## src/rtl/arb_pkg.sv

```systemverilog
package arb_pkg;
  // Width of a counter able to hold values 0..limit (never below 1)
  function automatic int hold_cnt_width(input int limit);
    int w;
    w = $clog2(limit + 1);
    return (w < 1) ? 1 : w;
  endfunction
endpackage

```

## src/rtl/arb_prio_pick.sv

```systemverilog
module arb_prio_pick #(
  parameter int NUM_MASTERS = 3
) (
  input  logic [NUM_MASTERS-1:0] cand,
  output logic [NUM_MASTERS-1:0] pick
);
  logic [NUM_MASTERS:0] seen;
  assign seen[0] = 1'b0;
  for (genvar i = 0; i < NUM_MASTERS; i++) begin : g_chain
    assign pick[i]     = cand[i] & ~seen[i];
    assign seen[i + 1] = seen[i] | cand[i];
  end
endmodule

```

## src/rtl/arb_hold_timer.sv

```systemverilog
module arb_hold_timer #(
  parameter int HOLD_LIMIT = 4,
  parameter int CNT_W      = 3
) (
  input  logic clk,
  input  logic rst,
  input  logic load,
  input  logic keep,
  output logic at_limit
);
  logic [CNT_W-1:0] cnt;

  if (HOLD_LIMIT == 0) begin : g_off
    assign at_limit = 1'b0;
  end else begin : g_on
    assign at_limit = (cnt == CNT_W'(HOLD_LIMIT));
  end

  always_ff @(posedge clk) begin
    if (rst)                  cnt <= '0;
    else if (load)            cnt <= CNT_W'(1);
    else if (keep && !at_limit) cnt <= cnt + CNT_W'(1);
    else if (!keep)           cnt <= '0;
  end

  if (HOLD_LIMIT > 0) begin : g_chk
    // counter never runs beyond the limit
    p_cnt_bound_r7: assert property (@(posedge clk) disable iff (rst)
      cnt <= CNT_W'(HOLD_LIMIT));
  end
endmodule

```

## src/rtl/arb_block_tracker.sv

```systemverilog
module arb_block_tracker #(
  parameter int NUM_MASTERS = 3
) (
  input  logic                   clk,
  input  logic                   rst,
  input  logic [NUM_MASTERS-1:0] req,
  input  logic [NUM_MASTERS-1:0] revoke,
  output logic [NUM_MASTERS-1:0] blocked
);
  for (genvar i = 0; i < NUM_MASTERS; i++) begin : g_bit
    always_ff @(posedge clk) begin
      if (rst) blocked[i] <= 1'b0;
      else     blocked[i] <= req[i] & (blocked[i] | revoke[i]);
    end
    // a block clears once the request is seen low
    p_unblock_r8: assert property (@(posedge clk) disable iff (rst)
      !req[i] |=> !blocked[i]);
  end
endmodule

```

## src/rtl/bus_owner_arbiter.sv

```systemverilog
module bus_owner_arbiter #(
  parameter int NUM_MASTERS = 3,
  parameter int HOLD_LIMIT  = 4
) (
  input  logic                   clk,
  input  logic                   rst,
  input  logic [NUM_MASTERS-1:0] req,
  output logic [NUM_MASTERS-1:0] grant,
  output logic                   hold_expired
);
  import arb_pkg::*;
  localparam int CNT_W = hold_cnt_width(HOLD_LIMIT);

  logic                   have_owner, owner_req, at_limit, expire, keep, load;
  logic [NUM_MASTERS-1:0] blocked, eligible, pick, next_grant, revoke;

  assign have_owner = |grant;
  assign owner_req  = |(grant & req);
  assign expire     = owner_req & at_limit;
  assign keep       = owner_req & ~at_limit;
  assign revoke     = expire ? grant : '0;
  assign eligible   = req & ~blocked & ~revoke;
  assign next_grant = keep ? grant : pick;
  assign load       = ~keep & (|pick);

  arb_prio_pick #(.NUM_MASTERS(NUM_MASTERS)) u_pick (
    .cand(eligible), .pick(pick));

  arb_hold_timer #(.HOLD_LIMIT(HOLD_LIMIT), .CNT_W(CNT_W)) u_timer (
    .clk(clk), .rst(rst), .load(load), .keep(keep), .at_limit(at_limit));

  arb_block_tracker #(.NUM_MASTERS(NUM_MASTERS)) u_block (
    .clk(clk), .rst(rst), .req(req), .revoke(revoke), .blocked(blocked));

  always_ff @(posedge clk) begin
    if (rst) begin
      grant        <= '0;
      hold_expired <= 1'b0;
    end else begin
      grant        <= next_grant;
      hold_expired <= expire;
    end
  end

  // single owner
  p_one_owner_r2: assert property (@(posedge clk) disable iff (rst)
    $onehot0(grant));
  // a requesting owner below the limit keeps the bus
  p_hold_r4: assert property (@(posedge clk) disable iff (rst)
    (owner_req && !at_limit) |=> $stable(grant));
  // after release the old owner is not re-granted
  p_release_r5: assert property (@(posedge clk) disable iff (rst)
    (have_owner && !owner_req) |=> ((grant & $past(grant)) == '0));
  // idle bus with an eligible requester is granted next edge
  p_idle_fill_r6: assert property (@(posedge clk) disable iff (rst)
    (!have_owner && |(req & ~blocked)) |=> |grant);
  // an expiry pulse only follows an owned bus
  p_pulse_src_r7: assert property (@(posedge clk) disable iff (rst)
    hold_expired |-> $past(have_owner));
  // disabled limit never pulses
  p_no_pulse_r9: assert property (@(posedge clk) disable iff (rst)
    (HOLD_LIMIT == 0) |-> !hold_expired);
endmodule

```

## config.mk

```make
export PLATFORM = sky130hd
export DESIGN_NAME = bus_owner_arbiter
export DESIGN_NICKNAME = d
export VERILOG_FILES = /design/src/rtl/arb_pkg.sv /design/src/rtl/arb_prio_pick.sv /design/src/rtl/arb_hold_timer.sv /design/src/rtl/arb_block_tracker.sv /design/src/rtl/bus_owner_arbiter.sv
export SDC_FILE = /design/constraint.sdc
export NUM_CORES = 1
export LEC_CHECK = 0
export ABC_CLOCK_PERIOD_IN_PS = 4050
export BUFFER_PORTS_ARGS = -buffer_cell sky130_fd_sc_hd__clkbuf_2
export CORE_AREA = 2 2 39 41
export CTS_CLUSTER_SIZE = 30
export DETAILED_ROUTE_END_ITERATION = 8
export DIE_AREA = 0 0 41 43
export PLACE_DENSITY = 0.6
export SYNTH_ARGS = -nofsm -noshare
export SYNTH_HDL_FRONTEND = slang
export SYNTH_SLANG_ARGS = --single-unit
```

## constraint.sdc

```tcl
create_clock -name clk -period 4.05 [get_ports clk]
set_input_delay 0.6075 -clock clk [delete_from_list [all_inputs] [get_ports clk]]
set_output_delay 0.6075 -clock clk [all_outputs]
set_load 0.02 [all_outputs]
```

Word-level counts from Yosys, hierarchy flattened
Cells that the tools add are included.
{ "totals": {"ff_bits": 10, "word_cells": 41, "input_bits": 5} }
{ "op_classes": {"n_reduce_logical": 5, "bitwise_logic": 21, "eq_ne": 3, "mux": 4, "addsub": 1} }
{ "ops": {"columns": ["op", "count"], "rows": [
  ["AND 3 bit", 3],
  ["two-way mux 3 bit", 3],
  ["AND 1 bit", 8],
  ["NOT 3 bit", 2],
  ["OR reduction 3 bit", 2],
  ["NOT 1 bit", 4],
  ["bitwise OR 1 bit", 4],
  ["adder 3 x 1 -> 3 bit (second input constant)", 1],
  ["== test 3 bit (second input constant)", 1],
  ["inequality test 3 x 1 -> 1 bit (second input constant)", 1],
  ["inequality test 2 x 1 -> 1 bit (second input constant)", 1],
  ["OR reduction 2 bit", 1],
  ["logical AND 1 bit", 1],
  ["logical NOT 1 bit", 1],
  ["two-way mux 1 bit", 1]
]} }

Depth between registers and ports, before layout
{ "logic_depth": {"depth_word": 12, "mapped_depth": 5} }

Hierarchy
From an unflattened synthesis, not the netlist that was laid out.
{ "unflattened": {"cells_unflattened": 69, "area_unflattened_um2": 544.3} }
{ "by_module_without_submodules": {"columns": ["module", "seq_area_each_um2", "area_each_um2", "cells_per_inst", "n_inst"], "rows": [
  ["bus_owner_arbiter", 80.1, 261.5, 35, 1],
  ["arb_hold_timer", 60.1, 162.7, 22, 1],
  ["arb_block_tracker", 60.1, 93.8, 9, 1],
  ["arb_prio_pick", 0.0, 26.3, 3, 1]
]} }

Worst setup path before layout
OpenSTA, ideal clock, no wires.
{ "synth_timing": {"kind": "input port to flip-flop", "start": "input req[1]", "end": "register grant[1]", "t_arrival_ns": 1.477, "setup_slack_ns": 2.455, "cell_stages": 4, "path_buffers": 1, "cell_sequence": "a222oi_1 > buf_4 > nor2_1 > a32o_1"} }
{ "synth_between": {"elab_chain_cells": 8} }
{ "synth_rtl": {"columns": ["element", "line", "text"], "rows": [
  ["start, declared", "bus_owner_arbiter.sv:7", "input logic [NUM_MASTERS-1:0] req,"],
  ["AND 3 bit", "bus_owner_arbiter.sv:18", "assign owner_req = |(grant & req);"],
  ["OR reduction 3 bit", "bus_owner_arbiter.sv:18", null],
  ["AND 1 bit", "bus_owner_arbiter.sv:19", "assign expire = owner_req & at_limit;"],
  ["two-way mux 3 bit", "bus_owner_arbiter.sv:21", "assign revoke = expire ? grant : '0;"],
  ["NOT 3 bit", "bus_owner_arbiter.sv:22", "assign eligible = req & ~blocked & ~revoke;"],
  ["AND 3 bit", "bus_owner_arbiter.sv:22", null],
  ["NOT 1 bit", "arb_prio_pick.sv:10", "assign pick[i] = cand[i] & ~seen[i];"],
  ["AND 1 bit", "arb_prio_pick.sv:10", null],
  ["end signal, assigned", "bus_owner_arbiter.sv:40", "grant <= next_grant;"],
  ["end, declared", "bus_owner_arbiter.sv:8", "output logic [NUM_MASTERS-1:0] grant,"]
]} }
Several ways; a longest one is shown, not always the timed one.
A chain may end at the register's enable or synchronous reset.

Worst setup path after layout
{ "layout_timing": {"start": "input req[1]", "end": "register u_block.blocked[0]"} }
{ "layout_between": {"elab_chain_cells": 6} }
{ "layout_rtl": {"columns": ["element", "line", "text"], "rows": [
  ["AND 3 bit", "bus_owner_arbiter.sv:18", null],
  ["OR reduction 3 bit", "bus_owner_arbiter.sv:18", null],
  ["AND 1 bit", "bus_owner_arbiter.sv:19", null],
  ["two-way mux 3 bit", "bus_owner_arbiter.sv:21", null],
  ["bitwise OR 1 bit", "arb_block_tracker.sv:13", "else blocked[i] <= req[i] & (blocked[i] | revoke[i]);"],
  ["AND 1 bit", "arb_block_tracker.sv:13", null],
  ["end signal, assigned by index", "arb_block_tracker.sv:13", null],
  ["end, declared", "arb_block_tracker.sv:8", "output logic [NUM_MASTERS-1:0] blocked"]
]} }
No other way between the ends.

==> impl_metrics.toml <==
[logic_synthesis]
ys.flop_type = "sky130_fd_sc_hd__dfxtp_1"
net_count_after_synthesis = 58
edff_count_synth = 0
yosys.area.top_type_share = 0.421
synth.area.top_cells = "sky130_fd_sc_hd__dfxtp_1, sky130_fd_sc_hd__ha_1, sky130_fd_sc_hd__o211a_1, sky130_fd_sc_hd__inv_1, sky130_fd_sc_hd__nor2b_1"
yosys_register_bits = 10
yosys_warnings = 0
post-synth-top-area-cell = "sky130_fd_sc_hd__dfxtp_1"
syn_area_per_cell_um2 = 9.32
ys_async_sr_fraction = 0
ys_types = 28
gate_count_of_the_mapped_netlist = 51
synth.cell_area_um2 = 475
yosysSeqAreaShare = 0.421

[placed_design]
placement.setup.worst_slack_ns = 1.69
io_buffers = 8
detailedPlacementHpwl_um = 698
gp_congestion = 0.700

[detailed_routing]
first_pass_iters = 4
dr.max_layer_used = "met4"
detail_route.drc_violations = 0
detailroute.via_count = 425
post_route_met1_wirelength_um = 461
drt_wl_total_um = 999
drt-vias-per-instance = 5.52
wl_met3_um = 59
final_antenna_net_count = 0
first_iter_violations = 8
met2_length_um = 463
final_routed_wire_length_divided_by_cell_count_um = 13.0

[timing]
grt_setup_unrepaired = "false"
slew_headroom = 0.527
time_the_worst_path_needs_with_i_o_delays_and_setup_ns = 1.80
worst_hold_slack_ns = 0.502
fin_hold_viols = 0
final.setup_skew_ns = 0.00813
postLayoutSetupSlackWorst_ns = 2.25
transition_time_at_the_pin_with_the_least_slew_margin_ns = 0.709
fmax_ghz = 0.556
period_share = 0.444
setup_viol = 0
maxSlewViolCount = 0
finalSetupTns_ns = 0

[power_and_ir_drop]
leakagePower_nw = 0.255
peakVddDrop_mv = 0.189
fin_total_pwr_mw = 0.197
cellPowerDensity_mw_per_mm2 = 357

[worst_hold_path]
hold_depth = 2
hold_crit_path_type = "reg -> reg"
min-delay-start = "u_block.blocked[2]$_SDFF_PP0_"
hold-path-endpoint = "u_block.blocked[2]$_SDFF_PP0_"

[setup_path]
startpoint_type = "primary input"
regToRegEndpoint = "u_block.blocked[0]$_SDFF_PP0_"
end_kind = "flop"
rrSetupSlack_ns = 2.36
crit_chain = "clkbuf_2 -> a222oi_1 -> clkbuf_2 -> nor2_1 -> o211a_1"
worstReg2RegStart = "grant[1]$_SDFFE_PP0P_"
slowest_stage = "sky130_fd_sc_hd__a222oi_1"
critical-path-top-cell-by-count = "sky130_fd_sc_hd__clkbuf_2"
timing.reg2reg.worst_path_depth = 4
endpoint_required_time_on_the_critical_path_ns = 4.21
crit_path_max_incr_delay_ns = 0.67
worst-endpoint-arrival_ns = 1.96
worst_path_max_fanout = 7
setup.worst_path.class = "in -> reg"

[clock_network]
cts_hold_buf = 0
clock_tree.buffer_depth = 2
ctsRootBufferMaster = "sky130_fd_sc_hd__clkbuf_4"
numClockSinks = 10
path_clk_slew_ns = 0.06
count_of_cells_resized_by_post_cts_repair = 0
clock_tree_from_tritoncts = "done"
cts_inserted_buffers = 3
insertion_delay_ns = 0.26
post_cts.repair.setup_buffers = 0
cts_max_level = 1

[floorplanning]
overall_die_area_mm2 = 0.00176
die_y_um = 43
floorplan.io_pins = 9
dieWidth_um = 41
initial_util = 0.344
rows = 14
core_area_mm2 = 0.00138

[global_route]
grt_max_degree = 13
grt_pass1_wl_um = 1760
global_route.usage.total = 0.152
first_global_vias = 382
global_route.overflow_total = 0
number_of_antenna_violations_at_the_first_check_in_global_routing = 0

[flow_run]
timing.max_cap.violations = 0

[cells_and_area]
final_layout_size_suffix_gt1_frac = 0.197
finalNetCount = 70
layout_common_cells = "sky130_fd_sc_hd__dfxtp_1, sky130_fd_sc_hd__clkbuf_2, sky130_fd_sc_hd__inv_1, sky130_fd_sc_hd__nor2b_1, sky130_fd_sc_hd__clkbuf_4"
final_core_utilization = 0.399
antennaDiodeCount = 0
final_common_cell = "sky130_fd_sc_hd__dfxtp_1"
syn2layout_area_growth_pct = 16.1

[status]
status = "complete, no violations"
==> per-stage QoR <==
| step | cell area, µm² | instances |
|---|---|---|
| 2_1_floorplan | 475 | 51 |
| 3_3_place_gp | 524 | 73 |
| 3_5_place_dp | 524 | 73 |
| 4_1_cts | 547 | 76 |
| 5_1_grt | 552 | 77 |
| 6_report | 552 | 77 |
==> logic make-up after synthesis <==
logic type / synth area share
DFF: 0.421
adders and majority gates: 0.0526
and+or+nand+nor: 0.232
xor gates and xnor gates: 0.0184
AOI/OAI and AO/OA: 0.213
buffers and inverters: 0.0632
==> metal layers <==
metal | track usage | up-vias
met2 | 0.197 | 13
met5 | 0 | -
met3 | 0.0995 | 2
met4 | 0.0600 | 0
li1 | - | 209
met1 | 0.196 | 201
==> where the power goes <==
group | internal, mW | total [mW] | leakage [nW] | switching [mW]
combinational | 0.0109 | 0.0266 | 0.160 | 0.0158
clock | 0.0342 | 0.0657 | 0.0138 | 0.0315
sequential | 0.102 | 0.105 | 0.0814 | 0.00301
==> final cells by class <==
type	count	area, µm²
Tap cell	16	20.0
Sequential cell	10	200
Inverter	5	18.8
Clock buffer	3	22.5
Multi-Input combinational cell	34	245
Fill cell	139	832
Timing Repair Buffer	9	45.0
==> critical path, delay by kind of cell <==
family | cells | cell delay, ns
buf+inv | 2 | 0.42
compound gates | 2 | 0.87
simple gates | 1 | 0.07
==> worst max path at each step <==
stage / startpoint / end / slack (ns) / depth (start not counted)
2_1_floorplan: req[1] / grant[1]$_SDFFE_PP0P_ / 2.46 / 4
3_3_place_gp: req[1] / grant[1]$_SDFFE_PP0P_ / 1.78 / 4
3_5_place_dp: req[1] / grant[1]$_SDFFE_PP0P_ / 1.69 / 4
4_1_cts: req[1] / grant[1]$_SDFFE_PP0P_ / 1.99 / 4
5_1_grt: req[1] / u_block.blocked[0]$_SDFF_PP0_ / 2.19 / 5
6_report: req[1] / u_block.blocked[0]$_SDFF_PP0_ / 2.25 / 5
==> flip-flops by register name, summed over array words and instances, names as in the netlist <==
register         flops
hold_expired         1
grant                3
u_block.blocked      3
u_timer.cnt          3
==> cells in the mapped netlist (2+ instances only) <==
library cell,n
sky130_fd_sc_hd__dfxtp_1,10
sky130_fd_sc_hd__inv_1,5
sky130_fd_sc_hd__nor2b_1,3
sky130_fd_sc_hd__a21oi_1,2
sky130_fd_sc_hd__a31oi_1,2
sky130_fd_sc_hd__ha_1,2
sky130_fd_sc_hd__nand2_1,2
sky130_fd_sc_hd__nor2_1,2
sky130_fd_sc_hd__nor3b_1,2
sky130_fd_sc_hd__nor4b_1,2
sky130_fd_sc_hd__o211a_1,2
(Power assumes the default switching activity.)
